## src/rtl/prog_rf_pkg.sv

```systemverilog
package prog_rf_pkg;
  // Default geometry of the register file
  localparam int RF_DATA_W   = 32;
  localparam int RF_ID_W     = 4;
  localparam int RF_NUM_REGS = 8;

  // Extract one word from a flattened register image
  function automatic logic [RF_DATA_W-1:0] rf_word_of(
    input logic [RF_NUM_REGS*RF_DATA_W-1:0] img,
    input int unsigned idx
  );
    return img[idx*RF_DATA_W +: RF_DATA_W];
  endfunction
endpackage

```

## src/rtl/prog_rf_id_decode.sv

```systemverilog
module prog_rf_id_decode #(
  parameter int ID_W     = 4,
  parameter int NUM_REGS = 8,
  localparam int IDX_W   = $clog2(NUM_REGS)
) (
  input  logic [ID_W-1:0]     id,
  output logic                live,
  output logic [IDX_W-1:0]    idx,
  output logic [NUM_REGS-1:0] sel
);
  localparam logic [ID_W:0] LIMIT = (ID_W+1)'(NUM_REGS);

  // Identifiers at or above the register count are null codes
  assign live = ({1'b0, id} < LIMIT);
  assign idx  = id[IDX_W-1:0];

  for (genvar g = 0; g < NUM_REGS; g++) begin : g_sel
    assign sel[g] = live && (idx == IDX_W'(g));
  end
endmodule

```

## src/rtl/prog_rf_storage.sv

```systemverilog
module prog_rf_storage #(
  parameter int DATA_W   = 32,
  parameter int NUM_REGS = 8
) (
  input  logic                         clk,
  input  logic                         rst,
  input  logic [NUM_REGS-1:0]          wr_sel,
  input  logic [DATA_W-1:0]            wr_data,
  output logic [NUM_REGS*DATA_W-1:0]   q_flat
);
  for (genvar g = 0; g < NUM_REGS; g++) begin : g_reg
    logic [DATA_W-1:0] word_q;
    always_ff @(posedge clk) begin
      if (rst)            word_q <= '0;
      else if (wr_sel[g]) word_q <= wr_data;
    end
    assign q_flat[g*DATA_W +: DATA_W] = word_q;
  end
endmodule

```

## src/rtl/prog_rf_read_port.sv

```systemverilog
module prog_rf_read_port #(
  parameter int DATA_W   = 32,
  parameter int NUM_REGS = 8,
  localparam int IDX_W   = $clog2(NUM_REGS)
) (
  input  logic [NUM_REGS*DATA_W-1:0] q_flat,
  input  logic                       live,
  input  logic [IDX_W-1:0]           idx,
  output logic [DATA_W-1:0]          data
);
  always_comb begin
    data = '0;
    if (live) data = q_flat[idx*DATA_W +: DATA_W];
  end
endmodule

```

## src/rtl/prog_regfile.sv

```systemverilog
module prog_regfile
  import prog_rf_pkg::*;
#(
  parameter int DATA_W   = RF_DATA_W,
  parameter int ID_W     = RF_ID_W,
  parameter int NUM_REGS = RF_NUM_REGS,
  localparam int IDX_W   = $clog2(NUM_REGS),
  localparam int RD_PORTS = 2
) (
  input  logic              clk,
  input  logic              rst,
  input  logic [ID_W-1:0]   rd_a_id,
  output logic [DATA_W-1:0] rd_a_data,
  input  logic [ID_W-1:0]   rd_b_id,
  output logic [DATA_W-1:0] rd_b_data,
  input  logic [ID_W-1:0]   wr_id,
  input  logic [DATA_W-1:0] wr_data
);
  // Named internal events, brought out for the checker
  logic                       wr_fire;
  logic [IDX_W-1:0]           wr_idx;
  logic [NUM_REGS-1:0]        wr_sel;
  logic [NUM_REGS*DATA_W-1:0] q_flat;

  logic [ID_W-1:0]   rd_id   [RD_PORTS];
  logic              rd_live [RD_PORTS];
  logic [IDX_W-1:0]  rd_idx  [RD_PORTS];
  logic [DATA_W-1:0] rd_word [RD_PORTS];

  assign rd_id[0] = rd_a_id;
  assign rd_id[1] = rd_b_id;

  prog_rf_id_decode #(.ID_W(ID_W), .NUM_REGS(NUM_REGS)) u_wr_dec (
    .id(wr_id), .live(wr_fire), .idx(wr_idx), .sel(wr_sel)
  );

  prog_rf_storage #(.DATA_W(DATA_W), .NUM_REGS(NUM_REGS)) u_store (
    .clk(clk), .rst(rst), .wr_sel(wr_sel), .wr_data(wr_data), .q_flat(q_flat)
  );

  for (genvar p = 0; p < RD_PORTS; p++) begin : g_rd
    logic [NUM_REGS-1:0] sel_unused;
    prog_rf_id_decode #(.ID_W(ID_W), .NUM_REGS(NUM_REGS)) u_dec (
      .id(rd_id[p]), .live(rd_live[p]), .idx(rd_idx[p]), .sel(sel_unused)
    );
    prog_rf_read_port #(.DATA_W(DATA_W), .NUM_REGS(NUM_REGS)) u_port (
      .q_flat(q_flat), .live(rd_live[p]), .idx(rd_idx[p]), .data(rd_word[p])
    );
  end

  assign rd_a_data = rd_word[0];
  assign rd_b_data = rd_word[1];
endmodule

```

## config.mk

```make
export PLATFORM = sky130hd
export DESIGN_NAME = prog_regfile
export DESIGN_NICKNAME = d
export VERILOG_FILES = /design/src/rtl/prog_rf_pkg.sv /design/src/rtl/prog_rf_id_decode.sv /design/src/rtl/prog_rf_storage.sv /design/src/rtl/prog_rf_read_port.sv /design/src/rtl/prog_regfile.sv
export SDC_FILE = /design/constraint.sdc
export NUM_CORES = 1
export LEC_CHECK = 0
export CAP_MARGIN = 10
export CORE_MARGIN = 2
export CORE_UTILIZATION = 54
export DETAILED_ROUTE_END_ITERATION = 10
export PLACE_DENSITY = 0.76
export SYNTH_ARGS = -nofsm -noshare
export SYNTH_HDL_FRONTEND = slang
export SYNTH_HIERARCHICAL = 1
export SYNTH_SLANG_ARGS = --single-unit
```

## constraint.sdc

```tcl
create_clock -name clk -period 1.4 [get_ports clk]
set_clock_uncertainty 0.2 [all_clocks]
set_input_delay 0.21 -clock clk [delete_from_list [all_inputs] [get_ports clk]]
set_output_delay 0.21 -clock clk [all_outputs]
set_load 0.05 [all_outputs]
```

==> After elaboration in Yosys (flattened, before gate mapping) <==
Index checks and enable logic that the tools add are counted.
{ "totals": {"register_bits": 256, "latch_bits": 0, "ram_bits": 0, "mem_bits_ro": 0, "input_bits": 46, "wordCells": 31, "memories": 0} }
{ "classes": {"add_sub_neg": 0, "multipliers": 0, "n_div": 0, "order_cmp": 3, "n_eq_ne": 7, "shift": 2, "n_mux": 2, "bitwise_logic": 0, "n_reduce_logical": 9} }
{ "op_table": {"columns": ["op", "n"], "rows": [
  ["indexed part select 256 x 9 -> 32 bit", 2],
  ["two-way mux 32 bit", 2],
  ["== test 3 bit (second input constant)", 4],
  ["less-than comparator 4 bit (second input constant)", 3],
  ["logical AND 1 bit", 8],
  ["== test 3 x 2 -> 1 bit (second input constant)", 2],
  ["== test 3 x 1 -> 1 bit (second input constant)", 1],
  ["logical NOT 3 bit", 1]
]} }

==> Longest topological paths before layout <==
Gate-level depths: netlist of run 1.
{ "depth": {"depth_word": 2, "depth_mapped": 7, "ltp_nobuf": 3} }

==> Cells and area by module <==
The synthesis of run 1 kept the hierarchy.
{ "modules_own_cells": {"columns": ["module", "instances", "cells_per_inst", "area_each_um2", "seq_area_each_um2"], "rows": [
  ["prog_rf_storage", 1, 860, 9521.6, 5124.9],
  ["prog_rf_read_port", 2, 222, 2401.1, 0.0],
  ["prog_rf_id_decode", 3, 13, 110.1, 0.0]
]} }

==> Least setup slack after synthesis of run 1 <==
Ideal clock, no wire load.
{ "synth_timing": {"path_kind": "input-to-output", "from": "in rd_a_id[2]", "to": "out rd_a_data[30]", "arrival_ps": 2128, "t_required_ps": 990, "slack_ps": -1138, "path_stages": 6, "path_buffers": 4, "path_cell_list": "buf_4 -> buf_4 -> buf_6 -> buf_6 -> mux2i_1 -> a221oi_1"} }
{ "synth_via": {"elab_chain_cells": 2} }
{ "synth_rtl": {"columns": ["item", "line_no", "rtl"], "rows": [
  ["from (decl)", "prog_regfile.sv:12", "input logic [ID_W-1:0] rd_a_id,"],
  ["indexed part select 256 x 9 -> 32 bit or less-than comparator 4 bit (tied branches)", "prog_rf_read_port.sv:13, prog_rf_id_decode.sv:14", null],
  ["two-way mux 32 bit (*)", "prog_rf_read_port.sv:13", "if (live) data = q_flat[idx*DATA_W +: DATA_W];"],
  ["to (decl)", "prog_regfile.sv:13", "output logic [DATA_W-1:0] rd_a_data,"]
]} }
Every way passes the cells marked *; elsewhere a longest branch is shown, timed or not.

==> Final worst setup path of run 1 <==
{ "layout_timing": {"from": "reg u_store.g_reg[5].word_q[1]", "to": "out rd_b_data[1]"} }
{ "layout_via": {"elab_chain_cells": 2} }
{ "layout_rtl": {"columns": ["item", "line_no", "rtl"], "rows": [
  ["from (decl)", "prog_rf_storage.sv:12", "logic [DATA_W-1:0] word_q;"],
  ["from (signal assigned)", "prog_rf_storage.sv:15", "else if (wr_sel[g]) word_q <= wr_data;"],
  ["indexed part select 256 x 9 -> 32 bit", "prog_rf_read_port.sv:13", null],
  ["two-way mux 32 bit", "prog_rf_read_port.sv:13", null],
  ["to (decl)", "prog_regfile.sv:15", "output logic [DATA_W-1:0] rd_b_data,"]
]} }
Every way passes these cells.

==> metrics.yaml, run 1 <==
route:
  drc_errors: 0
  wl_per_cell_um: 23.4
  drt_iter0_markers: 1042
  ant_nets: 0
  wirelength_mm: 42.1
  drtPass1Iterations: 7
  vias_per_cell: 6.15
  via_count: 11057
timing:
  max_freq_ghz: 0.455
  worst_slack_ns: -0.797
  tightest_slew_ns: 0.708
  setup_viol: 64
  period_share_pct: 157
  slew_viol_final: 0
  layout_min_cycle_time_ns: 2.20
  final.setup.tns_ns: -45.49
  max-slew-margin-rel_pct: 52.8
  hold_slack_ns: 0.176
  hold_viol: 0
  rsz0062_at_grt: "yes"
global_routing:
  grt_first_pass_wirelength_mm: 62.9
  gr-total-overflow: 0
  grtUsageMet3_pct: 4.77
  grt_max_degree: 76
  grt_usage_pct: 28.2
  antenna_found_initial: 0
  top_usage_layer: "met2"
  grt_use_met1_pct: 36.6
  grt.met2_usage_pct: 46.4
  first_global_vias: 11207
clock_tree:
  cts.sinks: 256
  htreeDepth: 1
  root_buffer: "clkbuf_16"
  cts.reportedPaths.clkPinSlew_ns: 0.06
  clock_path_buffers: 3
  tritoncts: "done"
  cts_inserted_buffers: 29
  clk_latency_ns: 0.56
worst_setup_path:
  critPathArrivalTime_ns: 1.79
  path_class: "reg -> out"
  worstPathMaxFanout: 3
  critPathMaxStageDelay_ns: 0.37
  worstPathRequired_ns: 0.99
  cp_slowest_cell: "a221oi_4"
  crit_chain: "mux4_2, inv_2, a221oi_4, buf_12"
  startpoint_type: "flip-flop"
  endpoint_kind: "output pin"
outcome:
  status: "finished with violations"
  violations: "negative setup slack"
placement:
  hpwl_mm: 24.9
  globalplace.congestion: 0.836
  numPortBuffers: 109
  place_ws_ns: -0.815
layout:
  nets: 1487
  drive_gt1_share_pct: 41.9
  top_regs: "u_store/g.word_q (256)"
  area_delta_synth_final_pct: 30.1
  largest_reg_flops: 256
  regMostFlops: "u_store/g.word_q"
power_and_ir_drop:
  leakagePower_nw: 6.86
  finalPower_w: 0.0188
  p_per_area_nw_per_um2: 998
  vdd_ir_drop_max_mv: 0.702
yosys:
  ys_warn_count: 6
  syn_nets: 1369
  avgSynthCellArea_um2: 10.9
  synthCells: 1323
  netlist_area_um2: 14500
die:
  die-area_um2: 28100
  io_pins: 110
  core_region_area_um2: 26200
  start_util_pct: 55.3
  fp.dieW_um: 168
  die_h_um: 168
  rows: 59
run:
  drv_cap: 0
worst_hold_path:
  min_path_type: "in -> reg"
==> per-layer routing <==
| metal | wire [µm] | up-vias |
|---|---|---|
| met2 | 20400 | 525 |
| met1 | 17400 | 5511 |
| met3 | 2980 | 107 |
| met5 | 0 | - |
| met4 | 1390 | 0 |
| li1 | - | 4914 |
==> stage by stage <==
stage	cell area, µm²	instances	utilization [%]
2_1_floorplan	15500	1323	-
3_5_place_dp	17400	1720	66.4
6_report	18800	1798	71.9
5_1_grt	18800	1797	71.9
4_1_cts	18600	1783	71.1
3_3_place_gp	17400	1720	66.4
==> worst max-delay path: cells and delay by family (launching register included) <==
kind	cells	cell delay (ns)
compound gates	1	0.37
flops	1	0.36
mux	1	0.26
buf+inv	2	0.24
==> cell type report <==
class | count | area (µm²)
Multi-Input combinational cell | 844 | 8580
Fill cell | 1680 | 7370
Sequential cell | 256 | 5230
Timing Repair Buffer | 244 | 3360
Clock buffer | 42 | 855
Tap cell | 335 | 419
Inverter | 66 | 248
Clock inverter | 10 | 135
Antenna cell | 1 | 2.50
==> path summary, 6_finish.rpt <==
| check | startpoint | end | slack [ns] | depth (start not counted) |
|---|---|---|---|---|
| worst min register to register | u_store/g_reg[7].word_q[24] | u_store/g_reg[7].word_q[24] | 0.29 | 2 |
| worst max-delay path | u_store/g_reg[5].word_q[1] | rd_b_data[1] | -0.80 | 4 |
| worst min-delay path | wr_id[3] | u_store/g_reg[6].word_q[0] | 0.18 | 6 |
| worst max register to register | u_store/g_reg[5].word_q[12] | u_store/g_reg[5].word_q[12] | 0.30 | 4 |
==> power by group <==
group	switching (W)	internal, W
clock	0.00315	0.00476
sequential	0.000123	0.00746
combinational	0.00184	0.00148
==> cells in the final DEF (no fill, tap or decap), types with 4 or more instances in the layout <==
cell and instances:
a221oi_4 64, buf_12 104, buf_16 5, buf_4 87, buf_6 5, clkbuf_1 5, clkbuf_16 31, clkbuf_8 8
clkdlybuf4s50_1 34, clkinv_2 4, dfxtp_1 172, dfxtp_2 84, inv_2 64, mux2_2 64, mux2i_1 316, mux4_2 64
nor2_1 254, o21ai_0 23, o21ai_1 41
==> repair_timing <==
item	in CTS	in global routing
endpoints found under the setup margin	320	135
gates resized for setup	107	57
endpoints found under the hold margin	150	0
hold buffers	1	0
gates cloned	4	3
pin swaps	62	11
buffers inserted	6	13
Power figures use the tool's default switching activity.
==> inputs of run 2 (changes only) <==
- CTS_BUF_LIST: not set -> sky130_fd_sc_hd__clkbuf_16
==> metrics.yaml, run 2 (same netlist as run 1, synthesis figures left out) <==
outcome:
  status: "finished with violations"
  violations: "negative setup slack"
global_routing:
  grt_usage_pct: 28.1
  first_global_vias: 11265
  antenna_found_initial: 0
  grt_first_pass_wirelength_mm: 63.0
  grt_max_degree: 76
  gr-total-overflow: 0
clock_tree:
  root_buffer: "clkbuf_16"
  clk_latency_ns: 0.56
  clock_path_buffers: 3
  cts.sinks: 256
  cts_inserted_buffers: 29
  cts.reportedPaths.clkPinSlew_ns: 0.06
  tritoncts: "done"
  htreeDepth: 1
route:
  wirelength_mm: 41.6
  drtPass1Iterations: 5
  wl_met2_mm: 20.2
  wl_met3_mm: 2.76
  drc_errors: 0
  highest_layer: "met4"
  met1_length_mm: 17.1
  wl_per_cell_um: 23.2
  vias_per_cell: 6.10
  drt_iter0_markers: 1026
  via_count: 10944
  ant_nets: 0
layout:
  utilization_pct: 71.4
  area_delta_synth_final_pct: 29.3
  diodes: 0
  drive_gt1_share_pct: 41.3
  postLayoutCellArea_um2: 18700
  regMostFlops: "u_store/g.word_q"
  top_regs: "u_store/g.word_q (256)"
  nets: 1484
  final_common_cell: "mux2i_1"
  layout_common_cells: "mux2i_1, nor2_1, dfxtp_1"
  largest_reg_flops: 256
timing:
  layout_min_cycle_time_ns: 2.17
  setup_viol: 65
  max-slew-margin-rel_pct: 55.6
  max_freq_ghz: 0.462
  tightest_slew_ns: 0.666
  worst_slack_ns: -0.765
  slew_viol_final: 0
  rsz0062_at_grt: "yes"
  hold_viol: 0
  period_share_pct: 155
die:
  rows: 59
  start_util_pct: 55.3
  fp.dieW_um: 168
  die_h_um: 168
  core_region_area_um2: 26200
  io_pins: 110
  die-area_um2: 28100
power_and_ir_drop:
  seqPwrFrac_pct: 41.5
  switching_power_w: 0.00504
  power_frac_comb_pct: 18.1
  swShare_pct: 27.6
  p_int_w: 0.0132
  leakagePower_nw: 6.82
  vdd_ir_drop_max_mv: 0.753
  p_per_area_nw_per_um2: 975
  p_clk_share_pct: 40.4
run:
  drv_cap: 0
placement:
  place_area_um2: 17400
  globalplace.congestion: 0.836
  hpwl_mm: 24.9
  numPortBuffers: 109
worst_hold_path:
  min_path_type: "in -> reg"
worst_setup_path:
  path_class: "reg -> out"
  startpoint_type: "flip-flop"
  worstPathMaxFanout: 3
  worstPathRequired_ns: 0.99
  endpoint_kind: "output pin"
  critPathArrivalTime_ns: 1.76
run 2: cell count changes in the layout (fill, tap and decap cells not counted), moves of 2 or more:
cell,previous run,this run
clkinv_1,0,8
buf_12,104,102
buf_4,87,83
inv_1,2,7
clkbuf_1,5,0
clkbuf_8,8,0
run 2: area by class of cell:
cell class	instances	area, µm²
multi-input combinational	844	8570
sequential	256	5230
clock buffer	29	726
tap	335	419
timing repair buffer	241	3340
clock inverter	23	184
inverter	66	248
fill	1690	7480
run 2: final timing paths:
path / startpoint / endpoint / slack (ns) / cells after the start
setup / recovery: u_store/g_reg[5].word_q[1] / rd_b_data[1] / -0.77 / 4
hold / removal: wr_id[1] / u_store/g_reg[6].word_q[28] / 0.18 / 5
setup reg to reg: u_store/g_reg[5].word_q[12] / u_store/g_reg[5].word_q[12] / 0.32 / 4
hold reg to reg: u_store/g_reg[2].word_q[30] / u_store/g_reg[2].word_q[30] / 0.30 / 2
run 2: timing repair:
item	4_1_cts	5_1_grt
gates cloned	4	4
pin swaps	62	25
resized for setup	107	54
setup buffers	6	8
endpoints found under the hold margin	151	0
endpoints found under the setup margin	320	133
hold buffers	1	0
run 2: metal layers:
| layer | global-route usage [%] | vias up |
|---|---|---|
| met5 | 0 | - |
| met4 | 11.3 | 0 |
| met3 | 4.21 | 108 |
| met2 | 47.2 | 465 |
| met1 | 36.4 | 5464 |
| li1 | - | 4907 |
run 2: power by group through the flow:
stage          registers [W]  clock network (W)  logic, W
3_3_place_gp         0.00770                  0   0.00313
2_1_floorplan        0.00768                  0   0.00217
6_report             0.00758            0.00737   0.00330
5_1_grt              0.00759            0.00776   0.00343
4_1_cts              0.00757            0.00745   0.00325
3_5_place_dp         0.00772                  0   0.00318
run 2: critical path: stages, from the launching register on:
cell      delay [ns]
dfxtp_2         0.36
mux4_2          0.26
inv_2           0.05
a221oi_4        0.35
buf_12          0.19
run 2: through the flow:
| stage | cells | hold slack [ns] | total power, W | setup WS (ns) | TNS, ns |
|---|---|---|---|---|---|
| 2_1_floorplan | 1323 | 0.262 | 0.00985 | -0.496 | -36.90 |
| 3_3_place_gp | 1720 | 0.279 | 0.0108 | -0.723 | -210.21 |
| 3_5_place_dp | 1720 | 0.301 | 0.0109 | -0.815 | -226.84 |
| 4_1_cts | 1783 | 0.234 | 0.0183 | -0.761 | -45.48 |
| 5_1_grt | 1794 | 0.187 | 0.0188 | -0.814 | -47.67 |
| 6_report | 1794 | 0.180 | 0.0183 | -0.765 | -45.28 |
==> inputs of run 3 (changes only) <==
- CAP_MARGIN: 10 -> 20
==> results of run 3 <==
Final layout, timing and power as in run 2 (identical DEF).
